==> src/rtl/bht_pkg.sv <==
package bht_pkg;

    typedef enum logic [1:0] {
        HS_NT_STRONG = 2'b00,
        HS_NT_WEAK   = 2'b01,
        HS_T_WEAK    = 2'b10,
        HS_T_STRONG  = 2'b11
    } hist_state_e;

    function automatic logic hs_predicts_taken(hist_state_e s);
        return s[1];
    endfunction

    function automatic hist_state_e hs_fresh(logic taken);
        return taken ? HS_T_WEAK : HS_NT_WEAK;
    endfunction

    function automatic hist_state_e hs_advance(hist_state_e s, logic taken);
        hist_state_e n;
        case (s)
            HS_T_STRONG:  n = taken ? HS_T_STRONG : HS_T_WEAK;
            HS_T_WEAK:    n = taken ? HS_T_STRONG : HS_NT_STRONG;
            HS_NT_WEAK:   n = taken ? HS_T_STRONG : HS_NT_STRONG;
            default:      n = taken ? HS_NT_WEAK  : HS_NT_STRONG;
        endcase
        return n;
    endfunction

endpackage

==> src/rtl/bht_table.sv <==
module bht_table
    import bht_pkg::*;
#(
    parameter int ENTRIES = 16,
    parameter int TAG_W   = 10,
    parameter int AW      = 16,
    localparam int IDX_W  = $clog2(ENTRIES)
) (
    input  logic             clk,
    input  logic             rst,
    input  logic             wr_en,
    input  logic [IDX_W-1:0] wr_idx,
    input  logic [TAG_W-1:0] wr_tag,
    input  logic [AW-1:0]    wr_target,
    input  hist_state_e      wr_state,
    input  logic [IDX_W-1:0] ra_idx,
    output logic             ra_valid,
    output logic [TAG_W-1:0] ra_tag,
    output logic [AW-1:0]    ra_target,
    output hist_state_e      ra_state,
    input  logic [IDX_W-1:0] rb_idx,
    output logic             rb_valid,
    output logic [TAG_W-1:0] rb_tag,
    output logic [AW-1:0]    rb_target,
    output hist_state_e      rb_state
);

    typedef struct packed {
        logic             valid;
        logic [TAG_W-1:0] tag;
        logic [AW-1:0]    target;
        hist_state_e      state;
    } slot_t;

    slot_t slots [ENTRIES];

    for (genvar g = 0; g < ENTRIES; g++) begin : g_slot
        always_ff @(posedge clk) begin
            if (rst) begin
                slots[g] <= '{valid: 1'b0, tag: '0, target: '0, state: HS_NT_STRONG};
            end else if (wr_en && wr_idx == IDX_W'(g)) begin
                slots[g] <= '{valid: 1'b1, tag: wr_tag, target: wr_target, state: wr_state};
            end
        end
    end

    always_comb begin
        ra_valid  = slots[ra_idx].valid;
        ra_tag    = slots[ra_idx].tag;
        ra_target = slots[ra_idx].target;
        ra_state  = slots[ra_idx].state;
        rb_valid  = slots[rb_idx].valid;
        rb_tag    = slots[rb_idx].tag;
        rb_target = slots[rb_idx].target;
        rb_state  = slots[rb_idx].state;
    end

endmodule

==> src/rtl/bht_lookup.sv <==
module bht_lookup
    import bht_pkg::*;
#(
    parameter int AW      = 16,
    parameter int TAG_W   = 10,
    parameter int PC_STEP = 4
) (
    input  logic [AW-1:0]    fetch_pc,
    input  logic [TAG_W-1:0] fetch_tag,
    input  logic             ent_valid,
    input  logic [TAG_W-1:0] ent_tag,
    input  logic [AW-1:0]    ent_target,
    input  hist_state_e      ent_state,
    output logic             hit,
    output logic             taken,
    output logic [AW-1:0]    next_pc
);

    logic [AW-1:0] seq_pc;

    always_comb begin
        seq_pc  = fetch_pc + AW'(PC_STEP);
        hit     = ent_valid && (ent_tag == fetch_tag);
        taken   = hit && hs_predicts_taken(ent_state);
        next_pc = taken ? ent_target : seq_pc;
    end

endmodule

==> src/rtl/bht_resolve.sv <==
module bht_resolve
    import bht_pkg::*;
#(
    parameter int AW      = 16,
    parameter int TAG_W   = 10,
    parameter int PC_STEP = 4
) (
    input  logic             clk,
    input  logic             rst,
    input  logic             ex_valid,
    input  logic [AW-1:0]    ex_pc,
    input  logic [TAG_W-1:0] ex_tag,
    input  logic             ex_taken,
    input  logic [AW-1:0]    ex_target,
    input  logic             ex_pred_taken,
    input  logic [AW-1:0]    ex_pred_target,
    input  logic             ent_valid,
    input  logic [TAG_W-1:0] ent_tag,
    input  logic [AW-1:0]    ent_target,
    input  hist_state_e      ent_state,
    output logic             wr_en,
    output logic [TAG_W-1:0] wr_tag,
    output logic [AW-1:0]    wr_target,
    output hist_state_e      wr_state,
    output logic             redirect_valid,
    output logic [AW-1:0]    redirect_pc
);

    logic known;
    logic wrong_dir;
    logic wrong_tgt;
    logic [AW-1:0] restart_pc;

    always_comb begin
        known      = ent_valid && (ent_tag == ex_tag);
        wr_en      = ex_valid;
        wr_tag     = ex_tag;
        wr_state   = known ? hs_advance(ent_state, ex_taken) : hs_fresh(ex_taken);
        wr_target  = (ex_taken || !known) ? ex_target : ent_target;
        wrong_dir  = ex_taken != ex_pred_taken;
        wrong_tgt  = ex_taken && ex_pred_taken && (ex_pred_target != ex_target);
        restart_pc = ex_taken ? ex_target : ex_pc + AW'(PC_STEP);
    end

    always_ff @(posedge clk) begin
        if (rst) begin
            redirect_valid <= 1'b0;
            redirect_pc    <= '0;
        end else begin
            redirect_valid <= ex_valid && (wrong_dir || wrong_tgt);
            redirect_pc    <= restart_pc;
        end
    end

endmodule

==> src/rtl/bht_predictor.sv <==
module bht_predictor
    import bht_pkg::*;
#(
    parameter int AW      = 16,
    parameter int ENTRIES = 16,
    parameter int PC_STEP = 4,
    localparam int IDX_W  = $clog2(ENTRIES),
    localparam int OFS_W  = $clog2(PC_STEP),
    localparam int TAG_W  = AW - IDX_W - OFS_W
) (
    input  logic          clk,
    input  logic          rst,
    input  logic [AW-1:0] fetch_pc,
    output logic          pred_hit,
    output logic          pred_taken,
    output logic [AW-1:0] next_pc,
    input  logic          ex_valid,
    input  logic [AW-1:0] ex_pc,
    input  logic          ex_taken,
    input  logic [AW-1:0] ex_target,
    input  logic          ex_pred_taken,
    input  logic [AW-1:0] ex_pred_target,
    output logic          redirect_valid,
    output logic [AW-1:0] redirect_pc
);

    logic [IDX_W-1:0] f_idx, x_idx;
    logic [TAG_W-1:0] f_tag, x_tag;

    assign f_idx = fetch_pc[OFS_W +: IDX_W];
    assign f_tag = fetch_pc[AW-1 -: TAG_W];
    assign x_idx = ex_pc[OFS_W +: IDX_W];
    assign x_tag = ex_pc[AW-1 -: TAG_W];

    logic             a_valid, b_valid;
    logic [TAG_W-1:0] a_tag, b_tag;
    logic [AW-1:0]    a_target, b_target;
    hist_state_e      a_state, b_state;

    logic             w_en;
    logic [TAG_W-1:0] w_tag;
    logic [AW-1:0]    w_target;
    hist_state_e      w_state;

    bht_table #(.ENTRIES(ENTRIES), .TAG_W(TAG_W), .AW(AW)) u_table (
        .clk(clk), .rst(rst),
        .wr_en(w_en), .wr_idx(x_idx), .wr_tag(w_tag), .wr_target(w_target), .wr_state(w_state),
        .ra_idx(f_idx), .ra_valid(a_valid), .ra_tag(a_tag), .ra_target(a_target), .ra_state(a_state),
        .rb_idx(x_idx), .rb_valid(b_valid), .rb_tag(b_tag), .rb_target(b_target), .rb_state(b_state)
    );

    bht_lookup #(.AW(AW), .TAG_W(TAG_W), .PC_STEP(PC_STEP)) u_lookup (
        .fetch_pc(fetch_pc), .fetch_tag(f_tag),
        .ent_valid(a_valid), .ent_tag(a_tag), .ent_target(a_target), .ent_state(a_state),
        .hit(pred_hit), .taken(pred_taken), .next_pc(next_pc)
    );

    bht_resolve #(.AW(AW), .TAG_W(TAG_W), .PC_STEP(PC_STEP)) u_resolve (
        .clk(clk), .rst(rst),
        .ex_valid(ex_valid), .ex_pc(ex_pc), .ex_tag(x_tag), .ex_taken(ex_taken),
        .ex_target(ex_target), .ex_pred_taken(ex_pred_taken), .ex_pred_target(ex_pred_target),
        .ent_valid(b_valid), .ent_tag(b_tag), .ent_target(b_target), .ent_state(b_state),
        .wr_en(w_en), .wr_tag(w_tag), .wr_target(w_target), .wr_state(w_state),
        .redirect_valid(redirect_valid), .redirect_pc(redirect_pc)
    );

endmodule

==> config.mk <==
export PLATFORM = sky130hd
export DESIGN_NAME = bht_predictor
export DESIGN_NICKNAME = d
export VERILOG_FILES = /design/src/rtl/bht_pkg.sv /design/src/rtl/bht_table.sv /design/src/rtl/bht_lookup.sv /design/src/rtl/bht_resolve.sv /design/src/rtl/bht_predictor.sv
export SDC_FILE = /design/constraint.sdc
export NUM_CORES = 1
export LEC_CHECK = 0
export BUFFER_PORTS_ARGS = -buffer_cell sky130_fd_sc_hd__buf_2
export CAP_MARGIN = 20
export CORE_UTILIZATION = 50
export CTS_CLUSTER_DIAMETER = 40
export CTS_CLUSTER_SIZE = 25
export DETAILED_ROUTE_END_ITERATION = 6
export PLACE_DENSITY_LB_ADDON = 0.3
export SYNTH_ARGS = -nofsm -noshare
export SYNTH_HDL_FRONTEND = slang
export SYNTH_SLANG_ARGS = --single-unit
==> constraint.sdc <==
create_clock -name clk -period 9.5 [get_ports clk]
set_clock_uncertainty 0.2 [all_clocks]
set_input_delay 1.9 -clock clk [delete_from_list [all_inputs] [get_ports clk]]
set_output_delay 1.9 -clock clk [all_outputs]
set_load 0.05 [all_outputs]
# Yosys cells after proc, flatten, opt, wreduce, memory -nomap -nowiden
# Memory sizes are Yosys's and may differ from the RTL's.
# Cells that the tools add are included.
# totals
register_bits	17
in_bits	69
mem_bits_rw	464
memories	1
output_inout_bits	35
# classes
bitwise	16
reduce_logical	27
n_addsub	2
eq_ne	22
n_mux	75
# mem_list
name	depth	word_bits	read_ports	rd_clocked_by_memory_dff	wr	line_no	source
u_table.slots	16	29	2	0	16	bht_table.sv:35	slot_t slots [ENTRIES];
# op_table
op	count
$mux 29	16
$mux 1	52
$mux 16	3
$add 16x3->16 const B	2
$eq 4x4->1 const B	8
$logic_and 1x1->1	22
$eq 10x10->1	2
$eq 4x3->1 const B	4
$ne 16x16->1	1
$or 1x1->1	16
$eq 4x2->1 const B	2
$mux 2	3
$eq 2x2->1 const B	2
$eq 4x1->1 const B	1
$logic_not 4->1	1
$pmux 2 s2	1
$eq 2x1->1 const B	1
$logic_or 1x1->1	2
$reduce_or 2->1	1
$logic_not 1->1	1
$ne 1x1->1	1

# Depth between registers and ports, before layout
# An unclocked memory read counts as a cell.
# depth
depth_word	7
ltp_mapped	16
mapped_depth_nobuf	9

# Hierarchy
# Synthesis repeated with hierarchy kept, for this count alone.
# unflattened
cells_unflattened	1773
area_unflattened_um2	26153.8
# by_module_without_submodules
module	area_per_inst_um2	cells_each	n_inst
bht_table	24061.8	1534	1
bht_resolve	1468.9	169	1
bht_lookup	623.1	70	1

# Least setup slack after synthesis
# Ideal clock, no wire load.
# synth_path
kind	in2out
from	in fetch_pc[3]
to	out next_pc[2]
arrival_ns	5.240
slack_ns	2.160
path_stages	10
path_cell_list	buf_2 -> buf_2 -> mux4_2 -> mux4_2 -> xor2_1 -> a211oi_1 -> and3_1 -> buf_4 -> buf_4 -> mux2i_1
# synth_between
elab_chain_len	5
# synth_lines
element	line_no	source
start, declared	bht_predictor.sv:13	input logic [AW-1:0] fetch_pc,
$mem_v2 16x29 *	n/a	
$eq 10x10->1	bht_lookup.sv:23	hit = ent_valid && (ent_tag == fetch_tag);
$logic_and 1x1->1	bht_lookup.sv:23	
$logic_and 1x1->1 *	bht_lookup.sv:24	taken = hit && hs_predicts_taken(ent_state);
via pred_taken	bht_predictor.sv:15	output logic pred_taken,
$mux 16 *	bht_lookup.sv:25	next_pc = taken ? ent_target : seq_pc;
end, declared	bht_predictor.sv:16	output logic [AW-1:0] next_pc,
# The timed path passes the listed nets; every way through them passes the cells marked *.

# Worst setup path after layout
# layout_path
from	in fetch_pc[3]
to	out next_pc[11]
# layout_between
elab_chain_len	5
word_cells_on_any_way	6
classes_between	add/sub (1); eq/ne (1); mux (1); reduce/logical (2); memory (1)
# layout_lines
element	line_no
$mem_v2 16x29	n/a
$eq 10x10->1	bht_lookup.sv:23
$logic_and 1x1->1	bht_lookup.sv:23
$logic_and 1x1->1	bht_lookup.sv:24
$mux 16 *	bht_lookup.sv:25
# Mark *: on every way between the ends. The rest lies on a longest branch, timed or not.

==> key figures <==
Hold path
  • Worst hold endpoint: u_table.slots[8][28]$_SDFFE_PP1P_
  • Worst Hold Depth: 2
  • Hold_sp: u_table.slots[8][28]$_SDFFE_PP1P_
  • Worst hold path type: register to register

Die
  • Die ar.: 52900 µm²
  • Starting Density: 50.7%
  • Boundary Pins: 104
  • Core area: 51300 µm²
  • FP Rows: 83
  • Die W: 230 µm
  • Die Ht: 230 µm

Yosys
  • Synth warnings: 0
  • Post-synthesis instance area: 26000 µm²
  • Ys async rst share: 0%
  • Share of the synthesized area in the top cell type: 53.5%
  • Post-synthesis net count: 1830
  • Sequential element share of the synthesized area: 54.9%
  • Top-count cell post-synth: edfxtp_1
  • Avg Synthesized Cell Area: 14.8 µm²
  • Most frequent cells after synthesis: edfxtp_1 (463), nor2_1 (300), mux4_2 (257)
  • Top_reg_cell synth: edfxtp_1
  • Yosys reg bits: 481
  • Largest cells by area after synthesis: edfxtp_1 (54%), mux4_2 (22%), nor2_1 (4.3%)
  • Post-Syn Instances: 1752
  • Post-synth EDFFs: 463
  • Synth unique cells: 64
  • Cell taking the most area after synthesis: edfxtp_1

Place
  • PortBufs: 103
  • Placed wire-length estimate: 50100 µm
  • Setup WS pre-CTS: 1.60 ns
  • RD Place Congestion: 0.878
  • Area after DPL: 26900 µm²

Routing
  • Total number of vias: 17.3k
  • Vias per cell: 6.75
  • Remaining DRCs: 0
  • Antenna violation net count after detailed routing: 0
  • First-pass detailed-route iteration total: 5
  • Number of DRC markers in iteration 0: 2658
  • Drt total wl: 84100 µm
  • WL per Instance: 32.8 µm

Worst setup path
  • Critical Path Start Type: input port
  • WP data required: 7.40 ns
  • WS Path Type: input port to primary output
  • Crit end category: primary output
  • FF-to-FF path depth: 10
  • Worst reg2reg path startpoint: u_table.slots[15][23]$_SDFFCE_PN0P_
  • RR Endpoint: u_table.slots[5][4]$_SDFFCE_PN0P_
  • Crit-path max FO: 78
  • Worst path arrival time: 5.88 ns
  • R2r setup slk: 4.95 ns

Clock tree
  • Htree depth: 3
  • Clock insertion delay at the later pin of the skew report: 0.61 ns
  • Setup Buffers After CTS: 0
  • Cts hold-fix bufs: 0
  • Post-CTS Resized: 0
  • Clock tree from TritonCTS: yes
  • CTS max path bufs: 3
  • Clk sinks: 481
  • Total CTS buffers: 75
  • Worst-path clk slew: 0.05 ns
  • CTS root buf: clkbuf_16

Final layout
  • Design Area, Final: 29500 µm²
  • Layout area overhead: 13.5%
  • Fin nets: 1898
  • Layout Utilization: 57.5%
  • Share of post-route cells with drive strength above 1: 32.3%

STA
  • Final min period: 7.98 ns
  • Final Max Tran Viols: 0
  • Final setup margin: 1.52 ns
  • Hold WS: 0.388 ns
  • Least-Margin Pin Slew: 1.22 ns
  • Final setup fails: 0
  • Final period utilization: 84.0%
  • Unrepaired setup endpoints after global routing: false
  • Final hold vios: 0
  • Fmax: 125 MHz
  • Post-Route Setup TNS: 0 ns
  • Max-slew headroom: 18.8%

Global route
  • Largest net degree at the start of global routing: 79
  • First-pass GRT wire length: 120000 µm
  • Vias in the first global route: 17.5k
  • GRT Resource Usage Total: 32.3%
  • Initial antenna violation count: 2
  • Overflow after GRT: 0

Pwr
  • Max rail drop VDD: 134 µV
  • PwrDens: 203 nW/µm²
  • Leakage: 10.8 nW

Run
  • Number of max-cap violations: 0

Outcome
  • Status: finished clean
[layout make-up]
type | count | area, µm²
Clock inverter | 55 | 571
Fill cell | 3956 | 21800
Timing Repair Buffer | 165 | 1020
Clock buffer | 82 | 1950
Multi-Input combinational cell | 1070 | 10700
Tap cell | 680 | 851
Inverter | 27 | 101
Antenna cell | 2 | 5.00
Sequential cell | 481 | 14300
[report_power, final]
part | total [mW] | switching (mW) | internal (mW)
clock | 2.74 | 1.09 | 1.66
combinational | 0.710 | 0.415 | 0.295
sequential | 2.52 | 0.0640 | 2.46
[registers in the layout (all words and copies together) (netlist names)]
name                      cells
u_table.slots               464
u_resolve.redirect_pc        16
u_resolve.redirect_valid      1
[routing by layer]
layer,track usage (%),vias up,share of wire [%]
li1,-,6914,-
met2,50.2,1314,47
met1,41.6,8770,35
met4,17.4,0,5.7
met5,0,-,0
met3,8.58,285,12
[stage by stage]
| stage | instances | power (mW) |
|---|---|---|
| floorplan | 1752 | 3.01 |
| global placement | 2408 | 3.23 |
| detailed placement | 2420 | 3.26 |
| CTS | 2557 | 5.98 |
| global route | 2561 | 6.11 |
| finish | 2562 | 5.97 |
[cell usage in the layout (no fill, tap or decap), drive strengths merged, types with 32 or more instances in the layout]
master  count
and2       93
and3       96
buf       165
clkbuf     82
edfxtp    463
inv        47
mux2i      53
mux4      261
nand2      32
nor2      310
xor2       38
[worst max path at each step]
stage                        to   startpoint  slack [ns]  depth (start not counted)
finish              next_pc[11]  fetch_pc[3]        1.52                          9
global route        next_pc[12]  fetch_pc[3]        1.37                          9
CTS                  next_pc[4]  fetch_pc[3]        1.59                          9
detailed placement   next_pc[4]  fetch_pc[3]        1.60                          9
global placement     next_pc[1]  fetch_pc[3]        1.68                          9
floorplan            next_pc[2]  fetch_pc[3]        2.16                         10
[critical path, stage by stage]
cell and delay [ns]:
buf_6 0.69, mux4_2 0.61, mux2i_1 0.23, xnor2_1 0.12, o32a_1 0.36, a211oi_1 0.29, and3_1 0.99, mux2_2 0.43
buf_2 0.21
[cells by family (layout without fill, tap and decap cells)]
kind of cell,count (synthesis),in the layout,share of synthesized area (%)
compound gates,73,73,2.12
xor+xnor,63,63,2.18
fa+ha+maj,9,9,0.433
buf+inv,201,329,3.83
flops,481,481,54.9
mux,333,333,25.5
other cells,0,2,0
simple gates,592,592,11.0
Note: power is estimated with default switching activity, not from simulation.
